### config.mk
export PLATFORM = sky130hd
export DESIGN_NAME = nic_irq_unit
export DESIGN_NICKNAME = d
export VERILOG_FILES = /design/src/rtl/nic_irq_pkg.sv /design/src/rtl/nic_irq_evt.sv /design/src/rtl/nic_irq_tally.sv /design/src/rtl/nic_irq_regs.sv /design/src/rtl/nic_irq_unit.sv
export SDC_FILE = /design/constraint.sdc
export NUM_CORES = 1
export LEC_CHECK = 0
export BUFFER_PORTS_ARGS = -buffer_cell sky130_fd_sc_hd__buf_4
export CELL_PAD_IN_SITES_DETAIL_PLACEMENT = 1
export CELL_PAD_IN_SITES_GLOBAL_PLACEMENT = 2
export CORE_MARGIN = 2
export CORE_UTILIZATION = 32
export CTS_CLUSTER_SIZE = 16
export DETAILED_ROUTE_END_ITERATION = 16
export MAX_ROUTING_LAYER = met4
export PLACE_DENSITY_LB_ADDON = 0.3
export SETUP_SLACK_MARGIN = 0.4
export SLEW_MARGIN = 30
export SYNTH_ARGS = -nofsm -noshare
export SYNTH_HDL_FRONTEND = slang
export SYNTH_SLANG_ARGS = --single-unit
### constraint.sdc
create_clock -name clk_i -period 1.5 [get_ports clk_i]
set_input_delay 0.15 -clock clk_i [delete_from_list [all_inputs] [get_ports clk_i]]
set_output_delay 0.15 -clock clk_i [all_outputs]
set_load 0.1 [all_outputs]
### src/rtl/nic_irq_pkg.sv
package nic_irq_pkg;
  localparam int unsigned REG_W  = 16;
  localparam int unsigned ADDR_W = 8;
  localparam int unsigned LANES  = REG_W / 8;

  localparam logic [ADDR_W-1:0] OFS_STAT  = 8'h0C;
  localparam logic [ADDR_W-1:0] OFS_MASK  = 8'h0E;
  localparam logic [ADDR_W-1:0] OFS_TALLY = 8'h10;

  localparam int unsigned B_RX_OK     = 0;
  localparam int unsigned B_TX_OK     = 1;
  localparam int unsigned B_RX_ERR    = 2;
  localparam int unsigned B_TX_ERR    = 3;
  localparam int unsigned B_TX_UFL    = 4;
  localparam int unsigned B_RX_NOBUF  = 5;
  localparam int unsigned B_BUS_ERR   = 6;
  localparam int unsigned B_TALLY_OVF = 7;
  localparam int unsigned B_FIRST_BUF = 8;
  localparam int unsigned B_LINK      = 9;
  localparam int unsigned B_FIFO_OVF  = 10;
  localparam int unsigned B_PKT_RACE  = 11;
  localparam int unsigned B_PORT_CHG  = 12;
  localparam int unsigned B_WAKE_KEY  = 13;

  localparam logic [REG_W-1:0] IMPL_BITS = 16'h3FFF;

  typedef struct packed {
    logic wake_key;
    logic port_chg;
    logic pkt_race;
    logic fifo_ovf;
    logic first_buf;
    logic bus_err;
    logic rx_nobuf;
    logic tx_ufl;
    logic tx_abort;
    logic rx_missed;
    logic rx_align;
    logic rx_crc;
    logic tx_ok;
    logic rx_ok;
  } nic_evt_t;
endpackage

### src/rtl/nic_irq_evt.sv
module nic_irq_evt
  import nic_irq_pkg::*;
(
  input  logic             clk_i,
  input  logic             rst_ni,
  input  nic_evt_t         evt_i,
  input  logic             link_pin_i,
  input  logic             gpio_en_i,
  output logic [REG_W-1:0] set_o,
  output logic             tally_inc_o
);
  logic link_q;
  logic link_chg;

  always_ff @(posedge clk_i or negedge rst_ni) begin
    if (!rst_ni) link_q <= 1'b0;
    else         link_q <= link_pin_i;
  end

  assign link_chg = link_pin_i ^ link_q;

  always_comb begin
    set_o              = '0;
    set_o[B_RX_OK]     = evt_i.rx_ok;
    set_o[B_TX_OK]     = evt_i.tx_ok;
    set_o[B_RX_ERR]    = evt_i.rx_crc | evt_i.rx_align | evt_i.rx_missed;
    set_o[B_TX_ERR]    = evt_i.tx_abort;
    set_o[B_TX_UFL]    = evt_i.tx_ufl;
    set_o[B_RX_NOBUF]  = evt_i.rx_nobuf;
    set_o[B_BUS_ERR]   = evt_i.bus_err;
    set_o[B_FIRST_BUF] = evt_i.first_buf;
    set_o[B_LINK]      = link_chg & gpio_en_i;
    set_o[B_FIFO_OVF]  = evt_i.fifo_ovf;
    set_o[B_PKT_RACE]  = evt_i.pkt_race;
    set_o[B_PORT_CHG]  = evt_i.port_chg;
    set_o[B_WAKE_KEY]  = evt_i.wake_key;
  end

  // one count per cycle, even when both sources fire together
  assign tally_inc_o = evt_i.rx_crc | evt_i.pkt_race;
endmodule

### src/rtl/nic_irq_tally.sv
module nic_irq_tally #(
  parameter int unsigned CNT_W = 16
) (
  input  logic             clk_i,
  input  logic             rst_ni,
  input  logic             inc_i,
  input  logic             rd_clr_i,
  output logic [CNT_W-1:0] cnt_o,
  output logic             wrap_o
);
  localparam logic [CNT_W-1:0] CNT_MAX = '1;

  logic [CNT_W-1:0] cnt_q;

  assign wrap_o = inc_i && !rd_clr_i && (cnt_q == CNT_MAX);

  always_ff @(posedge clk_i or negedge rst_ni) begin
    if (!rst_ni)       cnt_q <= '0;
    else if (rd_clr_i) cnt_q <= CNT_W'(inc_i);
    else if (inc_i)    cnt_q <= cnt_q + 1'b1;
  end

  assign cnt_o = cnt_q;
endmodule

### src/rtl/nic_irq_regs.sv
module nic_irq_regs
  import nic_irq_pkg::*;
(
  input  logic             clk_i,
  input  logic             rst_ni,
  input  logic [REG_W-1:0] set_i,
  input  logic [REG_W-1:0] clr_i,
  input  logic [LANES-1:0] mask_we_i,
  input  logic [REG_W-1:0] mask_wdata_i,
  output logic [REG_W-1:0] status_o,
  output logic [REG_W-1:0] mask_o
);
  logic [REG_W-1:0] status_q;
  logic [REG_W-1:0] mask_q;

  // set has priority over clear
  always_ff @(posedge clk_i or negedge rst_ni) begin
    if (!rst_ni) status_q <= '0;
    else         status_q <= ((status_q & ~clr_i) | set_i) & IMPL_BITS;
  end

  for (genvar l = 0; l < LANES; l++) begin : g_mask_lane
    always_ff @(posedge clk_i or negedge rst_ni) begin
      if (!rst_ni)           mask_q[l*8 +: 8] <= '0;
      else if (mask_we_i[l]) mask_q[l*8 +: 8] <= mask_wdata_i[l*8 +: 8] & IMPL_BITS[l*8 +: 8];
    end
  end

  assign status_o = status_q;
  assign mask_o   = mask_q;
endmodule

### src/rtl/nic_irq_unit.sv
module nic_irq_unit
  import nic_irq_pkg::*;
#(
  parameter int unsigned CNT_W = 16
) (
  input  logic              clk_i,
  input  logic              rst_ni,
  input  logic [ADDR_W-1:0] reg_addr_i,
  input  logic              reg_wr_i,
  input  logic              reg_rd_i,
  input  logic [LANES-1:0]  reg_be_i,
  input  logic [REG_W-1:0]  reg_wdata_i,
  output logic [REG_W-1:0]  reg_rdata_o,
  input  logic              ev_rx_ok_i,
  input  logic              ev_tx_ok_i,
  input  logic              ev_rx_crc_i,
  input  logic              ev_rx_align_i,
  input  logic              ev_rx_missed_i,
  input  logic              ev_tx_abort_i,
  input  logic              ev_tx_ufl_i,
  input  logic              ev_rx_nobuf_i,
  input  logic              ev_bus_err_i,
  input  logic              ev_first_buf_i,
  input  logic              ev_fifo_ovf_i,
  input  logic              ev_pkt_race_i,
  input  logic              ev_port_chg_i,
  input  logic              ev_wake_key_i,
  input  logic              link_pin_i,
  input  logic              gpio_en_i,
  output logic              irq_o
);
  nic_evt_t         evt;
  logic [REG_W-1:0] evt_set;
  logic [REG_W-1:0] set_vec;
  logic [REG_W-1:0] clr_vec;
  logic [REG_W-1:0] lane_bits;
  logic [LANES-1:0] mask_we;
  logic [REG_W-1:0] status_q;
  logic [REG_W-1:0] mask_q;
  logic [CNT_W-1:0] tally_q;
  logic             tally_inc;
  logic             tally_rd;
  logic             tally_wrap;
  logic             hit_stat;
  logic             hit_mask;
  logic [REG_W-1:0] rdata_q;

  always_comb begin
    evt.rx_ok     = ev_rx_ok_i;
    evt.tx_ok     = ev_tx_ok_i;
    evt.rx_crc    = ev_rx_crc_i;
    evt.rx_align  = ev_rx_align_i;
    evt.rx_missed = ev_rx_missed_i;
    evt.tx_abort  = ev_tx_abort_i;
    evt.tx_ufl    = ev_tx_ufl_i;
    evt.rx_nobuf  = ev_rx_nobuf_i;
    evt.bus_err   = ev_bus_err_i;
    evt.first_buf = ev_first_buf_i;
    evt.fifo_ovf  = ev_fifo_ovf_i;
    evt.pkt_race  = ev_pkt_race_i;
    evt.port_chg  = ev_port_chg_i;
    evt.wake_key  = ev_wake_key_i;
  end

  nic_irq_evt u_evt (
    .clk_i       (clk_i),
    .rst_ni      (rst_ni),
    .evt_i       (evt),
    .link_pin_i  (link_pin_i),
    .gpio_en_i   (gpio_en_i),
    .set_o       (evt_set),
    .tally_inc_o (tally_inc)
  );

  assign tally_rd = reg_rd_i && (reg_addr_i == OFS_TALLY);

  nic_irq_tally #(.CNT_W(CNT_W)) u_tally (
    .clk_i    (clk_i),
    .rst_ni   (rst_ni),
    .inc_i    (tally_inc),
    .rd_clr_i (tally_rd),
    .cnt_o    (tally_q),
    .wrap_o   (tally_wrap)
  );

  always_comb begin
    set_vec              = evt_set;
    set_vec[B_TALLY_OVF] = tally_wrap;
  end

  assign hit_stat = reg_wr_i && (reg_addr_i == OFS_STAT);
  assign hit_mask = reg_wr_i && (reg_addr_i == OFS_MASK);

  for (genvar l = 0; l < LANES; l++) begin : g_lane
    assign lane_bits[l*8 +: 8] = {8{reg_be_i[l]}};
    assign mask_we[l]          = hit_mask & reg_be_i[l];
  end

  assign clr_vec = hit_stat ? (reg_wdata_i & lane_bits) : '0;

  nic_irq_regs u_regs (
    .clk_i        (clk_i),
    .rst_ni       (rst_ni),
    .set_i        (set_vec),
    .clr_i        (clr_vec),
    .mask_we_i    (mask_we),
    .mask_wdata_i (reg_wdata_i),
    .status_o     (status_q),
    .mask_o       (mask_q)
  );

  always_ff @(posedge clk_i or negedge rst_ni) begin
    if (!rst_ni) rdata_q <= '0;
    else if (reg_rd_i) begin
      case (reg_addr_i)
        OFS_STAT:  rdata_q <= status_q;
        OFS_MASK:  rdata_q <= mask_q;
        OFS_TALLY: rdata_q <= REG_W'(tally_q);
        default:   rdata_q <= '0;
      endcase
    end
  end

  assign reg_rdata_o = rdata_q;
  assign irq_o       = |(status_q & mask_q);
endmodule

==> summary.log <==
qor: floorplan.die_ar 10040 µm²
qor: yosys.syn-cell-area 2962 µm²
qor: timing.final.hold.worst_slack 0.01299 ns
qor: setup_path.worst-setup-path-type reg2out
qor: floorplan.die-height 100.2 µm
qor: timing.timing_max_transition_violations_final 0
qor: power.pwr-share-comb 27.3%
qor: floorplan.ios 63
qor: drt.wl 10700 µm
qor: timing.worst_skew 0.007526 ns
qor: drt.vias_per_cell 5.319
qor: yosys.postSynth.topFlopCell sky130_fd_sc_hd__dfrtp_1
qor: setup_path.setup.worst_path.end_class primary output
qor: floorplan.dieWidth 100.2 µm
qor: finish.flow.area_growth_from_synthesis 74.61%
qor: setup_path.timing.critical_path.from_type register
qor: timing.report.final.setup_viol 4
qor: place.hpwl 6993 µm
qor: yosys.yosysTopAreaCell sky130_fd_sc_hd__dfrtp_1
qor: yosys.asyncSetResetFlopFracSynth 100.0%
qor: setup_path.worstRegToRegCells 6
qor: setup_path.worstPathMaxFanout 2
qor: timing.grt_setup_unrepaired yes
qor: drt.drt_drc_violations_left 0
qor: clock_tree.ctsRootBufferMaster sky130_fd_sc_hd__clkbuf_8
qor: setup_path.reg2reg_setup_slack -0.04 ns
qor: yosys.yosys_warnings 0
qor: power.p_seq_share 42.3%
qor: clock_tree.cts_made_buffers 9
qor: power.power.density_cell_area 840.4 nW/µm²
qor: global_route.wire_length_of_the_first_global_routing_pass 16530 µm
qor: power.vdd_ir_drop_max 513.1 µV
qor: drt.num_vias 2819
qor: clock_tree.path_clk_slew 0.08 ns
qor: power.internal_power 2.990 mW
qor: power.report.power.total 4.346 mW
qor: setup_path.cp-startpoint u_regs.mask_o[1]
qor: global_route.globalRouteTotalUtil 22.50%
qor: drt.m1WireLength 4739 µm
qor: drt.postRouteAntennaNets 0
qor: drt.drt_pass1_iterations 4
qor: power.power_leakage 2.235 nW
qor: drt.average_routed_wire_per_standard_cell 20.18 µm
qor: global_route.grt_overflow 0
qor: global_route.antenna_found_initial 0
qor: yosys.synth.lib_cells_used.distinct 41
qor: finish.instances_no_fill 530
qor: drt.dr.max_layer_used met4
qor: yosys.yosys_register_bits 61
qor: yosys.yosys-top-cells-area sky130_fd_sc_hd__dfrtp_1 (52%), sky130_fd_sc_hd__mux2_2 (5.3%), sky130_fd_sc_hd__nand2_1 (3.2%)
qor: clock_tree.cts_tree done
qor: clock_tree.htree_num_levels 3
qor: timing.worst_slew_margin_relative_to_its_limit 64.25%
qor: setup_path.worstPathRequired 1.35 ns
qor: yosys.yosysTopAreaCellShare 51.54%
qor: timing.post-route-min-period 1.771 ns
qor: place.place.gp.congestion 0.8323
qor: drt.1st_iter_drt_viols 120
qor: floorplan.std_cell_rows 35
qor: timing.layout_setup_ws -0.2711 ns
qor: setup_path.critical_path.endpoint irq_o
qor: flow_run.timing.max_cap.violations 0
qor: min_path.min-delay-path-class in2reg
qor: drt.routed-wl-met3 288 µm
qor: status.status finished with violations
qor: setup_path.regToRegEndpoint u_tally.cnt_o[14]
qor: power.p_clk_share 30.3%
qor: place.numPortBuffers 60
qor: yosys.synthCells 259
qor: setup_path.critical_path_arrival 1.62 ns
qor: yosys.synthesis.area_per_instance 11.43 µm²
qor: power.switching_portion_of_total_power 31.20%
qor: status.violations negative setup slack
qor: timing.fin_hold_viols 0
qor: setup_path.worst_r2r_startpoint u_tally.cnt_o[0]
qor: global_route.grt_pass1_vias 3032
qor: yosys.postSynthNetCount 306
qor: finish.antenna-diode-count 0
qor: yosys.synth_edf_count 0
qor: timing.fmax 564.6 MHz
qor: timing.timing_worst_slew_pin_value 0.5339 ns
qor: clock_tree.max-clock-path-buffers 2
qor: timing.fin_crit_sh 118.1%
qor: clock_tree.cts_sinks 61
qor: global_route.grt_start_max_net_pins 40
qor: clock_tree.clkLatencyLatePin 0.34 ns
qor: yosys.seq_area_frac_synth 51.54%
qor: floorplan.start_util 32.51%
qor: power.p_switching 1.356 mW
qor: finish.design.final.nets 462
qor: finish.drive_gt1_share 56.09%
qor: place.post-place-cells 474
qor: floorplan.core_area 9109 µm²
qor: drt.met2RoutedLength 5555 µm
[kinds of logic after synthesis]
kind of cell | synth area share (%)
buffers and inverters | 2.197
XOR/XNOR | 3.845
adder cells (fa/ha/maj) | 0.4224
AO/OA/AOI/OAI | 18.89
multiplexers | 7.689
flip-flops | 51.54
AND/OR/NAND/NOR | 15.42
[cells in the mapped netlist (2+ instances only)]
library cell and n:
sky130_fd_sc_hd__or3_1 6, sky130_fd_sc_hd__nor4_4 4, sky130_fd_sc_hd__nand2_1 25, sky130_fd_sc_hd__nor4_1 4
sky130_fd_sc_hd__buf_6 2, sky130_fd_sc_hd__inv_1 7, sky130_fd_sc_hd__a21boi_0 5, sky130_fd_sc_hd__o2bb2ai_1 10
sky130_fd_sc_hd__xnor2_1 8, sky130_fd_sc_hd__xor2_1 5, sky130_fd_sc_hd__a2bb2oi_1 10, sky130_fd_sc_hd__a2111o_1 2
sky130_fd_sc_hd__a21o_1 11, sky130_fd_sc_hd__dfrtp_1 61, sky130_fd_sc_hd__a22o_1 2, sky130_fd_sc_hd__nand4_1 4
sky130_fd_sc_hd__or2_2 3, sky130_fd_sc_hd__clkbuf_1 3, sky130_fd_sc_hd__a221oi_1 2, sky130_fd_sc_hd__a32oi_1 3
sky130_fd_sc_hd__nor3_1 5, sky130_fd_sc_hd__a22oi_1 12, sky130_fd_sc_hd__a21oi_1 4, sky130_fd_sc_hd__o21ai_0 7
sky130_fd_sc_hd__mux2_2 14, sky130_fd_sc_hd__nor2_1 16, sky130_fd_sc_hd__nand3_1 4, sky130_fd_sc_hd__mux2i_1 7
[registers in the layout (all words and copies together), names as in the netlist]
register / count
u_regs.status_o: 14
u_evt.link_q: 1
u_regs.mask_o: 14
reg_rdata_o: 16
u_tally.cnt_o: 16
[power by group through the flow]
| stage | Sequential, mW | Clock [mW] | Combinational, mW |
|---|---|---|---|
| 2_1_floorplan | 1.88 | 0 | 0.357 |
| 3_3_place_gp | 1.84 | 0 | 0.843 |
| 3_5_place_dp | 1.85 | 0 | 0.862 |
| 4_1_cts | 1.83 | 1.34 | 1.06 |
| 5_1_grt | 1.85 | 1.42 | 1.27 |
| 6_report | 1.84 | 1.32 | 1.19 |
[critical path, stage by stage (launching register included)]
cell	delay, ns
sky130_fd_sc_hd__dfrtp_1	0.39
sky130_fd_sc_hd__a22oi_2	0.22
sky130_fd_sc_hd__nand2_1	0.10
sky130_fd_sc_hd__a221oi_2	0.18
sky130_fd_sc_hd__nand4_1	0.17
sky130_fd_sc_hd__buf_8	0.22
[worst min-delay path by stage]
| stage | startpoint | end | slack (ns) | depth (start not counted) |
|---|---|---|---|---|
| after floorplan | rst_ni | reg_rdata_o[0] | -0.15 | 0 |
| after global placement | rst_ni | u_regs.status_o[8] | 0.07 | 1 |
| after detailed placement | rst_ni | u_regs.status_o[8] | 0.08 | 1 |
| after CTS | ev_rx_align_i | u_regs.status_o[2] | 0.009 | 2 |
| after global routing | ev_rx_align_i | u_regs.status_o[2] | 0.02 | 2 |
| final | ev_rx_align_i | u_regs.status_o[2] | 0.01 | 2 |
[placed cells by master (no fill, tap or decap), drive strengths merged, types with 3 or more instances in the layout]
master and count:
buf 138, nand3 4, a21o 11, xnor2 8, nand2 25, a2bb2oi 10, nor3 6, inv 7
mux2i 7, mux2 14, a21boi 5, or3 7, nand4 4, nor2 16, a22oi 12, o21ai 7
nor4 9, dlygate4sd3 12, or2 3, o2bb2ai 10, dfrtp 61, a32oi 3, clkbuf 11, a21oi 4
xor2 5
[metrics by stage]
stage / util [%] / worst slack (ns) / TNS (ns) / cell area (µm²)
floorplan: - / -0.3380 / -4.036 / 3127
global placement: 44.59 / -0.2011 / -5.888 / 4061
detailed placement: 44.59 / -0.2370 / -6.714 / 4061
CTS: 53.82 / -0.3048 / -0.3048 / 4902
global route: 56.77 / -0.3714 / -0.8527 / 5171
finish: 56.77 / -0.2711 / -0.3307 / 5171
[layout make-up]
type	count	area, µm²
tap	111	138.9
inverter	7	26.28
multi-input combinational	186	1797
fill	937	3938
clock inverter	4	25.02
clock buffer	11	141.4
timing repair buffer	150	1514
sequential	61	1529
[routing by layer]
metal,track usage [%],up-vias
met5,-,-
met3,4.318,11
met4,5.058,0
met1,28.83,1460
met2,37.12,61
li1,-,1287
[what timing repair did]
item | CTS | global route
buffers inserted | 12 | 15
endpoints found under the setup margin | 75 | 77
hold endpoints to repair | 33 | 0
cloned | 2 | 0
resized for setup | 108 | 36
hold buffers | 12 | 0
pin swaps | 33 | 37
Note: power is estimated with default switching activity, not from simulation.
